[src/rtl/csr_ind_pkg.sv]
package csr_ind_pkg;
  typedef enum logic [1:0] {
    VD_ALLOW    = 2'd0,
    VD_ILLEGAL  = 2'd1,
    VD_VIRTUAL  = 2'd2,
    VD_REDIRECT = 2'd3
  } verdict_e;

  typedef enum logic [2:0] {
    MD_M  = 3'd0,
    MD_HS = 3'd1,
    MD_U  = 3'd2,
    MD_VS = 3'd3,
    MD_VU = 3'd4
  } mode_e;

  typedef struct packed {
    logic hit;
    logic sup;
    logic vsup;
    logic is_sel;
  } addr_class_t;
endpackage

[src/rtl/csr_ind_decode.sv]
module csr_ind_decode
  import csr_ind_pkg::*;
#(
  parameter int ADDR_W    = 12,
  parameter int WIN       = 8,
  parameter int HOLE_OFS  = 4,
  parameter logic [ADDR_W-1:0] SUP_BASE  = 12'h150,
  parameter logic [ADDR_W-1:0] VSUP_BASE = 12'h250
) (
  input  logic [ADDR_W-1:0] addr,
  output addr_class_t       cls
);
  localparam int OFS_W  = $clog2(WIN);
  localparam int NBANK  = 2;

  logic [NBANK-1:0] bank_hit;
  logic [OFS_W-1:0] ofs;

  assign ofs = addr[OFS_W-1:0];

  genvar b;
  generate
    for (b = 0; b < NBANK; b++) begin : g_bank
      localparam logic [ADDR_W-1:0] BASE = (b == 0) ? SUP_BASE : VSUP_BASE;
      assign bank_hit[b] = (addr[ADDR_W-1:OFS_W] == BASE[ADDR_W-1:OFS_W]) &&
                           (ofs != OFS_W'(HOLE_OFS));
    end
  endgenerate

  always_comb begin
    cls.sup    = bank_hit[0];
    cls.vsup   = bank_hit[1];
    cls.hit    = |bank_hit;
    cls.is_sel = (ofs == '0);
  end
endmodule

[src/rtl/csr_ind_rules.sv]
module csr_ind_rules
  import csr_ind_pkg::*;
#(
  parameter bit HAS_HYP = 1'b1
) (
  input  addr_class_t cls,
  input  logic [2:0]  mode,
  input  logic        men,
  input  logic        hen,
  input  logic        impl_hs,
  input  logic        impl_vs,
  output verdict_e    verdict
);
  logic is_virt, is_rsvd, plain_ok;

  assign is_virt  = (mode == MD_VS) || (mode == MD_VU);
  assign is_rsvd  = (mode > MD_VU) || (is_virt && !HAS_HYP);
  assign plain_ok = cls.is_sel || impl_hs;

  always_comb begin
    verdict = VD_ALLOW;
    if (!cls.hit)                       verdict = VD_ALLOW;
    else if (cls.vsup && !HAS_HYP)      verdict = VD_ILLEGAL;
    else if (is_rsvd)                   verdict = VD_ILLEGAL;
    else if (mode == MD_M)              verdict = plain_ok ? VD_ALLOW : VD_ILLEGAL;
    else if (!men)                      verdict = VD_ILLEGAL;
    else if (mode == MD_U)              verdict = VD_ILLEGAL;
    else if (mode == MD_HS)             verdict = plain_ok ? VD_ALLOW : VD_ILLEGAL;
    else if (cls.sup && !hen)           verdict = VD_VIRTUAL;
    else if (cls.vsup)                  verdict = VD_VIRTUAL;
    else if (mode == MD_VU)             verdict = VD_VIRTUAL;
    else if (cls.is_sel)                verdict = VD_REDIRECT;
    else if (!impl_hs)                  verdict = VD_ILLEGAL;
    else if (!impl_vs)                  verdict = VD_VIRTUAL;
    else                                verdict = VD_REDIRECT;
  end
endmodule

[src/rtl/csr_ind_gate.sv]
module csr_ind_gate
  import csr_ind_pkg::*;
#(
  parameter int ADDR_W  = 12,
  parameter bit HAS_HYP = 1'b1
) (
  input  logic              clk,
  input  logic              rst,
  input  logic              req_valid,
  input  logic [ADDR_W-1:0] req_addr,
  input  logic [2:0]        req_mode,
  input  logic              men,
  input  logic              hen,
  input  logic              sel_impl_hs,
  input  logic              sel_impl_vs,
  output logic              rsp_valid,
  output logic              rsp_hit,
  output logic [1:0]        rsp_verdict
);
  addr_class_t cls;
  verdict_e    verdict;

  csr_ind_decode #(.ADDR_W(ADDR_W)) u_decode (
    .addr (req_addr),
    .cls  (cls)
  );

  csr_ind_rules #(.HAS_HYP(HAS_HYP)) u_rules (
    .cls     (cls),
    .mode    (req_mode),
    .men     (men),
    .hen     (hen),
    .impl_hs (sel_impl_hs),
    .impl_vs (sel_impl_vs),
    .verdict (verdict)
  );

  always_ff @(posedge clk) begin
    if (rst) begin
      rsp_valid   <= 1'b0;
      rsp_hit     <= 1'b0;
      rsp_verdict <= VD_ALLOW;
    end else begin
      rsp_valid   <= req_valid;
      rsp_hit     <= cls.hit;
      rsp_verdict <= verdict;
    end
  end
endmodule

[config.mk]
export PLATFORM = sky130hd
export DESIGN_NAME = csr_ind_gate
export DESIGN_NICKNAME = d
export VERILOG_FILES = /design/src/rtl/csr_ind_pkg.sv /design/src/rtl/csr_ind_decode.sv /design/src/rtl/csr_ind_rules.sv /design/src/rtl/csr_ind_gate.sv
export SDC_FILE = /design/constraint.sdc
export NUM_CORES = 1
export LEC_CHECK = 0
export BUFFER_PORTS_ARGS = -buffer_cell sky130_fd_sc_hd__buf_2
export CORE_AREA = 2 2 39 41
export CTS_CLUSTER_SIZE = 30
export DETAILED_ROUTE_END_ITERATION = 12
export DIE_AREA = 0 0 41 43
export GPL_ROUTABILITY_DRIVEN = 1
export PLACE_DENSITY_LB_ADDON = 0.3
export SLEW_MARGIN = 40
export SYNTH_ARGS = -nofsm -noshare
export SYNTH_HDL_FRONTEND = slang
export SYNTH_SLANG_ARGS = --single-unit
[constraint.sdc]
create_clock -name clk -period 2 [get_ports clk]
set_clock_uncertainty 0.1 [all_clocks]
set_input_delay 0.1 -clock clk [delete_from_list [all_inputs] [get_ports clk]]
set_output_delay 0.1 -clock clk [all_outputs]
set_load 0.02 [all_outputs]
==> impl_metrics.py, run 1 <==
metrics = {
    "outcome": {
        "outcome": "complete, no violations",
    },
    "setup_path": {
        "slowest_delay_ns": 0.53,
        "worstPathArrival_ns": 1.38,
        "crit_type": "in2reg",
        "critPathRequiredTime_ns": 2.06,
        "end_kind": "flip-flop",
        "cp_slowest_cell": "dlygate4sd3_1",
        "path_max_fanout": 3,
        "cp_cell_sequence": "dlygate4sd3_1, buf_2, nor4b_1, and3_2, nor3b_2",
        "cp-start-kind": "primary input",
    },
    "floorplanning": {
        "fp.dieW_microns": 41,
        "core_area_sq_mm": 0.001384,
        "die_h_microns": 43,
        "io_pins": 26,
        "core.rowCount": 14,
        "dieArea_sq_mm": 0.001763,
        "initial_core_util": 0.1826,
    },
    "clock_tree": {
        "tritoncts": "built",
        "clk_pin_slew_ns": 0.04,
        "cts_buffer_depth": 2,
        "h-tree-depth": 1,
        "cts_resized": 0,
        "cts_made_buffers": 3,
        "clock_tree.root_cell": "clkbuf_4",
        "cts.sinks": 4,
    },
    "placed_design": {
        "place_ws_ns": 0.6724,
        "finalWeightedCongestion": 0.6855,
        "dp_hpwl_microns": 564.4,
        "numPortBuffers": 25,
    },
    "sta": {
        "grt_setup_unrepaired": "false",
        "max_freq_mhz": 757.9,
        "fin_setup_tns_ns": 0,
        "max-slew-margin-rel": 0.7759,
        "setup_slack_ns": 0.6806,
        "setup_violations": 0,
        "worstMarginPinSlew_ns": 0.3336,
        "finalMaxSlewViolations": 0,
        "fin_crit_sh": 0.6597,
        "min_period_ns": 1.319,
        "hold_viol_final": 0,
    },
    "power_and_ir_drop": {
        "power_density_mw_per_mm2": 518.8,
        "ir_drop_v": 0.0001125,
        "leakagePower_nw": 0.2353,
    },
    "final_layout": {
        "antenna_cells": 0,
        "layout_commonest_cell": "buf_2",
        "area.growth.synth_to_final_pct": 74.26,
        "fin_nets": 81,
        "drive_above_1_share": 0.5614,
        "final_cell_mix": "buf_2 (25), dfxtp_1 (4), clkbuf_4 (3)",
    },
    "grt": {
        "grt_max_degree": 6,
        "grt_pass1_wl_microns": 1207,
        "grt_pass1_vias": 315,
        "antenna_found_initial": 0,
        "overflow": 0,
        "grt.total_usage": 0.1042,
    },
    "routing": {
        "post_drt_wl_per_cell_microns": 8.863,
        "postRouteAntennaNets": 0,
        "avgViaCountPerCell": 4.288,
        "route.detailed.drc": 0,
        "num_vias": 313,
        "drt_pass1_iterations": 2,
        "drt-total-wl_microns": 647,
        "drt_iter0_drc": 2,
    },
    "logic_synthesis": {
        "syn_area_per_cell_sq_um": 9.361,
        "syn_nets": 49,
        "ys_types": 21,
        "ys_warn_count": 0,
        "syn_area_sq_um": 252.7,
        "synth_seq_cells": 4,
        "synth_cells": 27,
        "yosysSeqAreaShare": 0.3168,
    },
    "worst_hold_path": {
        "hold_class": "in2reg",
    },
    "flow_run": {
        "drv_cap": 0,
    },
}
## cell type report
type                       count  area [sq um]
fill                         152         943.4
multi-input combinational     21         165.2
timing repair buffer          27         145.1
sequential                     4         80.08
clock buffer                   3         22.52
tap                           16         20.02
inverter                       2         7.507
## repair_timing
| action | CTS | global route |
|---|---|---|
| endpoints found under the hold margin | 1 | 0 |
| setup buffers | 0 | 0 |
| setup endpoints to repair | 0 | 0 |
| hold buffers | 2 | 0 |
## through the flow
stage / instance area, sq um / util / power, mW / hold slack (ns) / cells
3_5_place_dp: 397.9 / 0.2875 / 0.1286 / 0.1790 / 68
3_3_place_gp: 397.9 / 0.2875 / 0.1284 / 0.1770 / 68
4_1_cts: 440.4 / 0.3183 / 0.2345 / 0.03470 / 73
2_1_floorplan: 252.7 / - / 0.1008 / 0.07161 / 27
6_report: 440.4 / 0.3183 / 0.2285 / 0.04481 / 73
5_1_grt: 440.4 / 0.3183 / 0.2469 / 0.05141 / 73
## power by group
part	switching [mW]	leakage (nW)	internal (mW)
logic	0.0200	0.189	0.0284
registers	0.000183	0.0325	0.0813
clock network	0.0316	0.0138	0.0670
total	0.0517	0.235	0.177
## sequential cells by signal, indices dropped and copies added, names as in the netlist
name         count
rsp_verdict      2
rsp_valid        1
rsp_hit          1
## layer usage
metal	up-vias	GRT usage	part of all wire
li1	165	-	-
met1	137	0.09904	0.35
met2	11	0.1719	0.58
met3	0	0.03141	0.076
met4	0	0.08000	0
met5	-	0	0
## Yosys cell counts
library cell  count  area (sq um)
and3_2            1         7.510
dfxtp_1           4         80.08
xnor2_1           1         8.760
maj3_1            1         10.01
o211a_1           1         10.01
a21oi_1           1         5.000
nor2_1            2         7.510
or3_4             1         11.26
nor3b_2           1         12.51
nor3b_1           1         7.510
nor2b_1           1         6.260
a211oi_2          1         12.51
nand3b_1          1         7.510
nor3_1            2         10.01
inv_1             2         7.510
o31a_1            1         8.760
and3b_1           1         8.760
nor4b_1           1         8.760
nor4bb_1          1         10.01
nand2_1           1         3.750
o32ai_1           1         8.760
## kinds of logic (layout without fill, tap and decap cells)
logic type	Yosys count	after routing	share of synthesized area
simple gates	14	14	0.4010
buf+inv	2	32	0.02971
flops	4	4	0.3168
compound gates	5	5	0.1782
xor+xnor	1	1	0.03466
fa+ha+maj	1	1	0.03961
## worst max-delay path, delay by kind of cell
| family | cells | cell delay [ns] |
|---|---|---|
| buf+inv | 2 | 0.65 |
| simple gates | 3 | 0.62 |
## worst paths after layout
check	startpoint	to	slack [ns]	depth (start not counted)
worst max-delay path	rst	rsp_verdict[0]	0.68	5
worst min-delay path	men	rsp_verdict[1]	0.04	2
No activity file was read; power rests on OpenSTA's default activity.
==> run 2: changes to the inputs <==
Clock period 2 ns to 1.2 ns, I/O delays scaled along.
==> impl_metrics.py, run 2 (synthesis results as in run 1) <==
metrics = {
    "sta": {
        "max_freq_mhz": 968.0,
        "max-slew-margin-rel": 0.7969,
        "setup_slack_ns": 0.1670,
        "grt_setup_unrepaired": "false",
        "holdWs_ns": 0.009032,
        "min_period_ns": 1.033,
        "setup_violations": 0,
        "hold_viol_final": 0,
        "fin_crit_sh": 0.8609,
        "worstMarginPinSlew_ns": 0.3005,
        "finalMaxSlewViolations": 0,
    },
    "final_layout": {
        "fillers": 154,
        "final_cell_mix": "buf_2 (25), dfxtp_1 (4), clkbuf_4 (3), dlygate4sd3_1 (3)",
        "layout_commonest_cell": "buf_2",
        "drive_above_1_share": 0.5593,
        "fin_nets": 83,
        "area.growth.synth_to_final_pct": 81.19,
        "top_regs": "rsp_verdict x2, rsp_hit x1, rsp_valid x1",
        "ff_latch_area_sq_um": 80.08,
        "utilization": 0.3309,
        "final_area_sq_um": 457.9,
        "regMostFlops": "rsp_verdict",
        "multi_input_area_sq_um": 165.2,
        "antenna_cells": 0,
        "largest_reg_flops": 2,
    },
    "setup_path": {
        "cpLargestDelayFamily": "simple AND/OR/NAND/NOR gates",
        "path_max_fanout": 3,
        "path_buf_inv": 1,
        "cp_slowest_cell": "or3_4",
        "slowest_delay_ns": 0.38,
        "end_kind": "flip-flop",
        "critPathRequiredTime_ns": 1.26,
        "cp-start-kind": "primary input",
        "worstPathArrival_ns": 1.09,
        "cp_cell_sequence": "buf_2, or3_4, a211oi_2, and3_2, nor3b_2",
        "crit_type": "in2reg",
    },
    "power_and_ir_drop": {
        "power_frac_seq": 0.352,
        "clock_power_share": 0.427,
        "swShare": 0.2270,
        "intPower_mw": 0.2982,
        "ir_drop_v": 0.0001589,
        "leakagePower_nw": 0.2433,
        "combPwrFrac": 0.220,
        "power_density_mw_per_mm2": 842.5,
        "p_switching_mw": 0.08759,
    },
    "flow_run": {
        "drv_cap": 0,
    },
    "clock_tree": {
        "hold_buffers": 3,
        "post-cts-setup-buffer-count": 0,
        "cts_resized": 0,
        "cts.sinks": 4,
        "clk_pin_slew_ns": 0.04,
        "tritoncts": "built",
        "cts_made_buffers": 3,
        "cts_buffer_depth": 2,
        "clock_tree.root_cell": "clkbuf_4",
        "h-tree-depth": 1,
    },
    "routing": {
        "drt_iter0_drc": 3,
        "postRouteAntennaNets": 0,
        "num_vias": 324,
        "drt_pass1_iterations": 4,
        "post_drt_wl_per_cell_microns": 8.840,
        "drt-total-wl_microns": 663,
        "avgViaCountPerCell": 4.320,
        "route.detailed.drc": 0,
    },
    "grt": {
        "grt.total_usage": 0.09690,
        "grt_pass1_wl_microns": 1110,
        "grt_max_degree": 6,
        "antenna_found_initial": 0,
        "overflow": 0,
        "grt_pass1_vias": 314,
    },
    "placed_design": {
        "placed_area_sq_um": 405.4,
        "place_ws_ns": -0.09225,
        "numPortBuffers": 25,
        "finalWeightedCongestion": 0.6778,
        "dp_hpwl_microns": 565.8,
    },
    "worst_hold_path": {
        "hold_class": "in2reg",
    },
    "floorplanning": {
        "io_pins": 26,
        "core_area_sq_mm": 0.001384,
        "core.rowCount": 14,
        "fp.dieW_microns": 41,
        "die_h_microns": 43,
        "initial_core_util": 0.1826,
        "dieArea_sq_mm": 0.001763,
    },
    "outcome": {
        "outcome": "complete, no violations",
    },
}
==> run 2: cell types whose count changed in the layout (fill, tap and decap cells not counted), sizes merged <==
cell,delta
buf,+1
dlygate4sd3,+1
==> run 2: through the flow <==
step,instances,power (mW),TNS (ns)
after floorplan,27,0.1681,0
after global placement,69,0.2157,-0.1336
after detailed placement,69,0.2163,-0.1542
after CTS,75,0.3925,0
after global routing,75,0.4225,0
final,75,0.3858,0
==> run 2: path summary, 6_finish.rpt <==
kind	startpoint	endpoint	slack, ns	depth (start not counted)
max	req_addr[7]	rsp_verdict[0]	0.17	5
min	req_addr[4]	rsp_hit	0.009	2
==> run 2: power by group through the flow <==
stage | clock network [mW] | registers [mW] | logic [mW]
detailed placement | 0 | 0.138 | 0.0784
floorplan | 0 | 0.141 | 0.0275
global route | 0.193 | 0.136 | 0.0940
finish | 0.165 | 0.136 | 0.0851
global placement | 0 | 0.138 | 0.0778
CTS | 0.171 | 0.136 | 0.0860
==> run 2: final cells by class <==
cell class                      count  share of cell area
Inverter                            2             0.01639
Multi-Input combinational cell     21              0.3607
Clock buffer                        3             0.04918
Sequential cell                     4              0.1749
Tap cell                           16             0.04372
Timing Repair Buffer               29              0.3552
==> run 2: per-layer routing <==
metal,track usage,vias to the layer above,wire (microns)
met3,0.01571,0,44
li1,-,166,-
met4,0.1000,0,0
met1,0.07595,145,218
met5,0,-,0
met2,0.1719,13,399
==> run 3: changes to the inputs <==
Settings changed: GPL_TIMING_DRIVEN set to 0.
==> impl_metrics.py, run 3 (synthesis results as in run 1) <==
metrics = {
    "final_layout": {
        "top_regs": "rsp_verdict x2, rsp_hit x1, rsp_valid x1",
        "final_cell_mix": "buf_2 (25), dfxtp_1 (4), clkbuf_4 (3)",
        "layout_commonest_cell": "buf_2",
        "regMostFlops": "rsp_verdict",
        "drive_above_1_share": 0.5614,
        "area.growth.synth_to_final_pct": 74.26,
        "largest_reg_flops": 2,
        "fin_nets": 81,
        "antenna_cells": 0,
        "utilization": 0.3183,
    },
    "placed_design": {
        "dp_hpwl_microns": 537.2,
        "numPortBuffers": 25,
        "finalWeightedCongestion": 0.6897,
    },
    "setup_path": {
        "cp_slowest_cell": "or3_4",
        "path_max_fanout": 2,
        "path_buf_inv": 1,
        "end_kind": "flip-flop",
        "worstPathArrival_ns": 1.04,
        "critPathRequiredTime_ns": 1.21,
        "crit_type": "in2reg",
        "cp_cell_sequence": "buf_2, or3_4, o31a_1, o32ai_1, nor3b_2",
        "cpLargestDelayFamily": "simple AND/OR/NAND/NOR gates",
        "cp-start-kind": "primary input",
        "crit_start": "req_addr[7]",
        "slowest_delay_ns": 0.38,
    },
    "clock_tree": {
        "cts.sinks": 4,
        "tritoncts": "built",
        "hold_buffers": 2,
        "post-cts-setup-buffer-count": 0,
        "cts_made_buffers": 3,
        "clock_tree.root_cell": "clkbuf_4",
        "cts_buffer_depth": 2,
        "clk_pin_slew_ns": 0.04,
        "h-tree-depth": 1,
        "cts_resized": 0,
    },
    "power_and_ir_drop": {
        "ir_drop_v": 0.0001827,
        "power_density_mw_per_mm2": 871.8,
        "p_switching_mw": 0.08920,
        "swShare": 0.2323,
        "intPower_mw": 0.2947,
        "clock_power_share": 0.436,
        "combPwrFrac": 0.210,
        "power_frac_seq": 0.354,
        "leakagePower_nw": 0.2339,
    },
    "routing": {
        "drt_iter0_drc": 0,
        "post_drt_wl_per_cell_microns": 8.904,
        "route.detailed.drc": 0,
        "postRouteAntennaNets": 0,
        "drt_pass1_iterations": 1,
        "avgViaCountPerCell": 4.329,
        "drt-total-wl_microns": 650,
        "num_vias": 316,
    },
    "grt": {
        "grt_pass1_wl_microns": 1097,
        "grt_pass1_vias": 300,
        "overflow": 0,
        "grt_max_degree": 6,
        "grt.total_usage": 0.09590,
        "antenna_found_initial": 0,
    },
    "flow_run": {
        "drv_cap": 0,
    },
    "sta": {
        "hold_viol_final": 0,
        "min_period_ns": 1.030,
        "setup_violations": 0,
        "worstMarginPinSlew_ns": 0.3998,
        "fin_setup_tns_ns": 0,
        "max_freq_mhz": 971.3,
        "finalMaxSlewViolations": 0,
        "max-slew-margin-rel": 0.7314,
        "fin_crit_sh": 0.8580,
        "grt_setup_unrepaired": "false",
    },
    "floorplanning": {
        "core_area_sq_mm": 0.001384,
        "initial_core_util": 0.1826,
        "dieArea_sq_mm": 0.001763,
        "die_h_microns": 43,
        "core.rowCount": 14,
        "io_pins": 26,
        "fp.dieW_microns": 41,
    },
    "worst_hold_path": {
        "hold_class": "in2reg",
        "hold_start": "req_addr[4]",
    },
    "outcome": {
        "outcome": "complete, no violations",
    },
}
==> run 3: final timing paths <==
| path | endpoint | slack (ns) | cells after the start |
|---|---|---|---|
| max | rsp_verdict[0] | 0.17 | 5 |
| min | rsp_hit | 0.006 | 2 |
==> run 3: layout make-up <==
class	count	area [sq um]
flip-flops and latches	4	80.08
inverters	2	7.507
clock buffers	3	22.52
repair buffers	27	145.1
fillers	160	943.4
multi-input cells	21	165.2
well taps	16	20.02
==> run 3: power by group through the flow <==
stage,logic [mW],clock network (mW),registers [mW]
5_1_grt,0.0895,0.190,0.136
3_5_place_dp,0.0761,0,0.138
4_1_cts,0.0813,0.179,0.136
6_report,0.0806,0.167,0.136
3_3_place_gp,0.0754,0,0.138
2_1_floorplan,0.0275,0,0.141
==> run 3: per-layer routing <==
metal | part of all wire | global-route usage | vias up
met5 | 0 | 0 | -
met4 | 0 | 0.1200 | 0
met3 | 0.051 | 0 | 0
met2 | 0.59 | 0.1625 | 11
met1 | 0.36 | 0.08228 | 141
li1 | - | - | 164
==> run 3: metrics by stage <==
step	hold slack, ns	cells	total power, mW	setup slack (ns)	area (sq um)
after CTS	0.002354	73	0.3966	0.1629	440.4
after detailed placement	0.1374	68	0.2141	-0.09189	397.9
after floorplan	0.03161	27	0.1681	0.09240	252.7
final	0.006024	73	0.3840	0.1704	440.4
after global placement	0.1384	68	0.2134	-0.07930	397.9
after global routing	0.01344	73	0.4158	0.06439	440.4
